==> src/rtl/fpg_pkg.sv <==
package fpg_pkg;
  localparam int DATA_W   = 32;
  localparam int HALF_W   = 16;
  localparam int EVT_BIT  = 13;
  localparam int MODE_LSB = 14;

  typedef enum logic [1:0] {
    GM_PASS     = 2'b00,
    GM_ON_MATCH = 2'b01,
    GM_ON_MISS  = 2'b10,
    GM_BLOCK    = 2'b11
  } gate_mode_e;
endpackage

==> src/rtl/fpg_cfg_regs.sv <==
module fpg_cfg_regs
  import fpg_pkg::*;
#(
  parameter int NUM_CH    = 4,
  parameter int NUM_FLAGS = 4,
  parameter int ADDR_W    = 1
) (
  input  logic                     clk,
  input  logic                     rst_n,
  input  logic                     we,
  input  logic [ADDR_W-1:0]        addr,
  input  logic [DATA_W-1:0]        wdata,
  output logic [DATA_W-1:0]        rdata,
  output logic [NUM_CH-1:0][NUM_FLAGS-1:0] sel_o,
  output logic [NUM_CH-1:0]        evt_o,
  output gate_mode_e [NUM_CH-1:0]  mode_o
);
  localparam int CH_PER_WORD = DATA_W / HALF_W;

  for (genvar c = 0; c < NUM_CH; c++) begin : g_ch
    localparam logic [ADDR_W-1:0] WORD = ADDR_W'(c / CH_PER_WORD);
    localparam int BASE = (c % CH_PER_WORD) * HALF_W;

    always_ff @(posedge clk or negedge rst_n) begin
      if (!rst_n) begin
        sel_o[c]  <= '0;
        evt_o[c]  <= 1'b0;
        mode_o[c] <= GM_PASS;
      end else if (we && addr == WORD) begin
        sel_o[c]  <= wdata[BASE +: NUM_FLAGS];
        evt_o[c]  <= wdata[BASE + EVT_BIT];
        mode_o[c] <= gate_mode_e'(wdata[BASE + MODE_LSB +: 2]);
      end
    end
  end

  // Read mux: reserved bits between the select field and the event bit stay zero.
  always_comb begin
    rdata = '0;
    for (int c = 0; c < NUM_CH; c++) begin
      if (addr == ADDR_W'(c / CH_PER_WORD)) begin
        rdata[(c % CH_PER_WORD) * HALF_W +: NUM_FLAGS]    = sel_o[c];
        rdata[(c % CH_PER_WORD) * HALF_W + EVT_BIT]       = evt_o[c];
        rdata[(c % CH_PER_WORD) * HALF_W + MODE_LSB +: 2] = mode_o[c];
      end
    end
  end
endmodule

==> src/rtl/fpg_chan.sv <==
module fpg_chan
  import fpg_pkg::*;
#(
  parameter int NUM_FLAGS = 4
) (
  input  logic                 clk,
  input  logic                 rst_n,
  input  logic [NUM_FLAGS-1:0] flags,
  input  logic [NUM_FLAGS-1:0] sel,
  input  logic                 evt_en,
  input  gate_mode_e           mode,
  input  logic                 req,
  output logic                 match_q,
  output logic                 gate_q,
  output logic                 irq_q
);
  logic hit, trig, passed;

  // Match needs at least one selected flag and all selected flags high.
  assign hit  = (|sel) && ((flags & sel) == sel);
  assign trig = evt_en && (hit ^ match_q);

  always_comb begin
    unique case (mode)
      GM_PASS:     passed = req;
      GM_ON_MATCH: passed = req & hit;
      GM_ON_MISS:  passed = req & ~hit;
      default:     passed = 1'b0;
    endcase
  end

  always_ff @(posedge clk or negedge rst_n) begin
    if (!rst_n) begin
      match_q <= 1'b0;
      gate_q  <= 1'b0;
      irq_q   <= 1'b0;
    end else begin
      match_q <= hit;
      gate_q  <= passed;
      irq_q   <= passed | trig;
    end
  end
endmodule

==> src/rtl/flag_pattern_gate.sv <==
module flag_pattern_gate
  import fpg_pkg::*;
#(
  parameter int NUM_FLAGS = 4,
  parameter int NUM_CH    = 4,
  localparam int NUM_WORDS = (NUM_CH + 1) / 2,
  localparam int ADDR_W    = (NUM_WORDS > 1) ? $clog2(NUM_WORDS) : 1
) (
  input  logic                 clk,
  input  logic                 rst_n,
  input  logic [NUM_FLAGS-1:0] flag_in,
  input  logic [NUM_CH-1:0]    req_in,
  input  logic                 cfg_we,
  input  logic [ADDR_W-1:0]    cfg_addr,
  input  logic [31:0]          cfg_wdata,
  output logic [31:0]          cfg_rdata,
  output logic [NUM_CH-1:0]    match_out,
  output logic [NUM_CH-1:0]    gate_out,
  output logic [NUM_CH-1:0]    irq_out
);
  logic [NUM_CH-1:0][NUM_FLAGS-1:0] sel;
  logic [NUM_CH-1:0]                evt;
  gate_mode_e [NUM_CH-1:0]          mode;

  fpg_cfg_regs #(.NUM_CH(NUM_CH), .NUM_FLAGS(NUM_FLAGS), .ADDR_W(ADDR_W)) u_regs (
    .clk(clk), .rst_n(rst_n), .we(cfg_we), .addr(cfg_addr),
    .wdata(cfg_wdata), .rdata(cfg_rdata),
    .sel_o(sel), .evt_o(evt), .mode_o(mode)
  );

  for (genvar c = 0; c < NUM_CH; c++) begin : g_chan
    fpg_chan #(.NUM_FLAGS(NUM_FLAGS)) u_chan (
      .clk(clk), .rst_n(rst_n), .flags(flag_in), .sel(sel[c]),
      .evt_en(evt[c]), .mode(mode[c]), .req(req_in[c]),
      .match_q(match_out[c]), .gate_q(gate_out[c]), .irq_q(irq_out[c])
    );
  end
endmodule

==> config.mk <==
export PLATFORM = sky130hd
export DESIGN_NAME = flag_pattern_gate
export DESIGN_NICKNAME = d
export VERILOG_FILES = /design/src/rtl/fpg_pkg.sv /design/src/rtl/fpg_cfg_regs.sv /design/src/rtl/fpg_chan.sv /design/src/rtl/flag_pattern_gate.sv
export SDC_FILE = /design/constraint.sdc
export NUM_CORES = 1
export LEC_CHECK = 0
export BUFFER_PORTS_ARGS = -buffer_cell sky130_fd_sc_hd__buf_2
export CORE_ASPECT_RATIO = 0.6
export CORE_UTILIZATION = 49
export CTS_CLUSTER_SIZE = 24
export DETAILED_ROUTE_END_ITERATION = 10
export GPL_ROUTABILITY_DRIVEN = 0
export HOLD_SLACK_MARGIN = 0.05
export PLACE_DENSITY = 0.8
export SKIP_LAST_GASP = 1
export SYNTH_ARGS = -nofsm -noshare
export SYNTH_HDL_FRONTEND = slang
export SYNTH_SLANG_ARGS = --single-unit
==> constraint.sdc <==
create_clock -name clk -period 2.1 [get_ports clk]
set_clock_uncertainty 0.1 [all_clocks]
set_input_delay 0.21 -clock clk [delete_from_list [all_inputs] [get_ports clk]]
set_output_delay 0.21 -clock clk [all_outputs]
set_load 0.05 [all_outputs]
-- Word level (Yosys, flattened, before mapping)
Index checks and enable logic that the tools add are counted.
- reduce and logical (&&, ||, !) cells: 18
- shift operators: 0
- $mul: 0
- add/subtract/negate cells: 0
- mux-type cells: 8
- order comparisons: 0
- equality and inequality tests: 12
- bitwise logic cells: 25
- div/mod/pow operators: 0
- operators with widths (operator ; count):
    bitwise AND 4 bit ; 4
    equality test 4 bit ; 4
    OR reduction 4 bit ; 4
    case mux 1 bit (3 select lines) ; 4
    logical AND 1 bit ; 10
    bitwise AND 1 bit ; 8
    equality test 2 x 1 -> 1 bit (second input constant) ; 4
    equality test 2 bit (second input constant) ; 4
    logical NOT 2 bit ; 4
    two-way mux 4 bit ; 2
    two-way mux 3 bit ; 2
    NOT 1 bit ; 5
    bitwise OR 1 bit ; 4
    bitwise XOR 1 bit ; 4
- bits in read-only memories: 0
- memories kept: 0
- logic and storage cells: 87
- memory bits (writable): 0
- register bits: 40
- input port bits: 44
- bits in latches: 0
- output and inout port bits: 44

-- Logic depth before layout (Yosys ltp)
- word-level depth: 7
- depth in mapped cells: 7
- depth with buffers taken out: 7

-- By module
Synthesis repeated with hierarchy kept, for this count alone.
- cells, all modules: 196
- area, all modules: 2394.8 um^2
- by module, submodules not included (module ; instances ; cells each ; area an instance (um^2) ; seq. area each (um^2)):
    fpg_cfg_regs ; 1 ; 96 ; 1418.9 ; 700.7
    fpg_chan ; 4 ; 25 ; 244.0 ; 75.1

-- Worst setup path after synthesis
No wires, ideal clock.
- path type: input -> output
- start point: input port cfg_addr
- end point: output port cfg_rdata[15]
- required time: 1.790 ns
- path slack: 0.126 ns
- arrival: 1.664 ns
- stages: 3
- path buffers: 2
- cells stage by stage: buf_2 -> clkbuf_1 -> o21ai_0
- longest elaborated chain between the ends: 1
- ends and longest elaborated chain (item ; RTL line ; source):
    from (decl) ; flag_pattern_gate.sv:14 ; input logic [ADDR_W-1:0] cfg_addr,
    two-way mux 3 bit ; fpg_cfg_regs.sv:41 ; if (addr == ADDR_W'(c / CH_PER_WORD)) begin
    to (decl) ; flag_pattern_gate.sv:16 ; output logic [31:0] cfg_rdata,
Every way passes these cells.

-- Final worst setup path
- start point: register u_regs.mode_o[7] in the netlist's numbering
- end point: register g_chan[3].u_chan.irq_q
- longest elaborated chain between the ends: 3
- elaborated cells between the ends (all ways): 5
- classes of those cells: eq/ne: 2; mux: 1; bitwise: 1; reduce/logical: 1
- ends and longest elaborated chain (item ; RTL line ; source):
    from (decl) ; fpg_cfg_regs.sv:16 ; output gate_mode_e [NUM_CH-1:0] mode_o
    from (signal, indexed assignment) ; fpg_cfg_regs.sv:32 ; mode_o[c] <= gate_mode_e'(wdata[BASE + MODE_LSB +: 2]);
    equality test 2 bit (tied with other cells) ; fpg_chan.sv:24 ; unique case (mode)
    case mux 1 bit (3 select lines) * ; fpg_chan.sv:24 ;
    via g_chan[3].u_chan.passed ; fpg_chan.sv:17 ; logic hit, trig, passed;
    bitwise OR 1 bit * ; fpg_chan.sv:40 ; irq_q <= passed | trig;
    to (signal assigned) ; fpg_chan.sv:40 ;
    to (decl) ; fpg_chan.sv:15 ; output logic irq_q
Mark *: on every way through the listed nets, which the timed path passes. The rest lies on a longest branch.
A chain may end at the register's enable or synchronous reset.

==> impl_metrics.toml <==
[synthesis]
syn_area_per_cell_sq_um = 9.86
synthMuxAreaShare = 0.108
yosysTopAreaCell = "dfrtp_1"
async_flop_share = 1.00
synth_fa_ha_area_frac = 0.0659
ys_top_cells_by_area = "dfrtp_1 (44%), mux2_2 (10%), buf_4 (9.9%)"
synth_xor_area_frac = 0.0154
yosysUniqueCellTypes = 32
synth_seq_cells = 40
synth-main-ff-cell = "dfrtp_1"
syn_inst = 231
synth_simple_gate_area_frac = 0.107
yosys_warnings = 0
syn_area_sq_um = 2280
synth_edf_count = 0
ys_seq_area_frac = 0.439
synth_top_family_by_area = "buffers and inverters"
synth_compound_area_frac = 0.117
synth_top_area_share = 0.439

[power_and_ir_drop]
leakage_nw = 1.32
power.density_nw_per_um2 = 943
max-vdd-ir-drop_mv = 0.370

[cts]
postCtsSetupBuffers = 0
cts_tree = "yes"
post_cts_resized = 0
clkLatencyLatePin_ns = 0.29
cts.sinks = 40
htree_levels = 2
cts_root_buffer = "clkbuf_8"
hold_buffers = 8
clkSlewWorstSetupHoldPaths_ns = 0.07
cts_buffers = 5
clock_path_buffers = 2

[critical_path]
critical_path_class = "reg2reg"
critPathMaxFanout = 5
critPathArrivalTime_ns = 2.04
start_kind = "register"
worstPathRequired_ns = 2.23
worstReg2RegStart = "u_regs.mode_o[7]$_DFFE_PN0P_"
crit_path_end_kind = "register"
r2r_slack_ns = 0.19
startpoint = "u_regs.mode_o[7]$_DFFE_PN0P_"

[routing]
ant_nets = 0
via_per_inst = 4.84
wl_mm = 4.46
drt_iter0_markers = 73
num_vias = 1659
dr.pass1.iters = 4
drt-wirelength-per-cell_microns = 13.0
drcViolationCount = 0

[layout]
design_area_sq_um = 2630
final_cells = 343
num-nets-final = 338
area_growth_pct = 15.3
layout-drive-gt1-share = 0.304
antenna_cells = 0

[die]
die_x_microns = 90.0
rows = 18
core_sq_um = 4280
io_pins = 88
die_area_sq_um = 4940
fp.dieH_microns = 54.8
start_util = 0.532

[placed_design]
io_buffer_count = 51
place_area_sq_um = 2460
dp_hpwl_mm = 3.32
dp_cells = 327

[global_route]
grt_max_degree = 29
track_usage = 0.204
grt_pass1_vias = 1537
grt_pass1_wl_mm = 7.46
antenna_found_initial = 0
overflow = 0

[sta]
period_minus_slack_ns = 1.91
slew_viol_final = 0
hold_viol_final = 0
rsz0062_at_grt = "false"
fin_crit_sh = 0.909
finalSetupTns_ns = 0
setup_viol = 0
max_freq_ghz = 0.524

[worst_hold_path]
min_path_type = "in2reg"
worstHoldStart = "cfg_wdata[19]"

[status]
status = "finished, final reports clean"

[run]
drv_cap = 0
## layout by cell type (no fill, tap or decap), types with 2 or more instances in the layout
cell	n
mux2_2	21
nor3_1	2
buf_4	5
clkbuf_1	2
clkbuf_8	6
inv_1	20
o211ai_1	2
a221o_1	2
o22ai_1	5
nand2_1	34
nor4_1	4
dfrtp_1	40
conb_1	18
buf_2	51
ha_1	12
nor2b_1	6
nand2b_1	3
o21ai_0	26
dlygate4sd3_1	8
xnor2_1	3
## cell type report
| type | instances | area, sq um |
|---|---|---|
| clock buffers | 8 | 90.1 |
| repair buffers | 64 | 373 |
| fillers | 395 | 1650 |
| well taps | 60 | 75.1 |
| multi-input cells | 150 | 1010 |
| inverters | 21 | 78.8 |
| flip-flops and latches | 40 | 1000 |
## power by group
| group | switching [mW] | internal (mW) | leakage [nW] | total (mW) |
|---|---|---|---|---|
| Clock | 0.257 | 0.268 | 0.0455 | 0.525 |
| Combinational | 0.680 | 0.283 | 0.790 | 0.963 |
| Sequential | 0.0874 | 0.902 | 0.487 | 0.989 |
| Total | 1.02 | 1.45 | 1.32 | 2.48 |
## per-layer routing
layer	GRT usage	vias to the layer above	wire length, microns	share of wire
met5	0	-	0	0
met4	0.0484	0	23	0.0052
met3	0.0569	4	274	0.061
met2	0.314	48	1890	0.42
met1	0.288	786	2280	0.51
li1	-	821	-	-
## final timing paths
path,end,cells past startpoint
min in group asynchronous,u_regs.sel_o[0]$_DFFE_PN0P_,2
worst min register to register,g_chan[3].u_chan.irq_q$_DFF_PN0_,1
worst max-delay path,g_chan[3].u_chan.irq_q$_DFF_PN0_,7
max in group asynchronous,g_chan[0].u_chan.irq_q$_DFF_PN0_,3
worst max register to register,g_chan[3].u_chan.irq_q$_DFF_PN0_,7
worst min-delay path,u_regs.sel_o[7]$_DFFE_PN0P_,3
## kinds of logic (layout without fill, tap and decap cells)
logic type / Yosys count / in the layout
buffers and inverters: 58 / 93
and+or+nand+nor: 53 / 53
AOI/OAI and AO/OA: 41 / 41
DFF: 40 / 40
muxes: 22 / 22
adders and majority gates: 12 / 12
xor gates and xnor gates: 4 / 4
other: 1 / 18
## synth_stat cells (all sizes together), types with 2 or more instances
library cell / instances
a221o: 2
buf: 32
clkbuf: 5
dfrtp: 40
ha: 12
inv: 21
mux2: 21
nand2: 34
nand2b: 3
nor2b: 6
nor3: 2
nor4: 4
o211ai: 3
o21ai: 27
o22ai: 5
xnor2: 3
## state kept, by name (all words and copies together) (netlist names)
name                   flops
g_chan.u_chan.gate_q       4
g_chan.u_chan.match_q      4
g_chan.u_chan.irq_q        4
u_regs.mode_o              8
u_regs.evt_o               4
u_regs.sel_o              16
## critical path, cell delays in order, from the launching register on
cell and delay, ns:
dfrtp_1 0.43, inv_1 0.07, ha_1 0.30, nor4bb_1 0.33, o221ai_1 0.21, mux2i_1 0.16, a221o_1 0.16, a21o_1 0.09
## stage by stage
stage | util | total power [mW] | worst slack (ns) | hold WS, ns
floorplan | - | 1.84 | 0.126 | -0.186
global route | 0.614 | 2.62 | 0.0345 | 0.0580
CTS | 0.614 | 2.49 | 0.231 | 0.0513
detailed placement | 0.574 | 1.96 | 0.276 | 0.0827
global placement | 0.574 | 1.94 | 0.357 | 0.0734
finish | 0.614 | 2.48 | 0.191 | 0.0503
(Power assumes the default switching activity.)
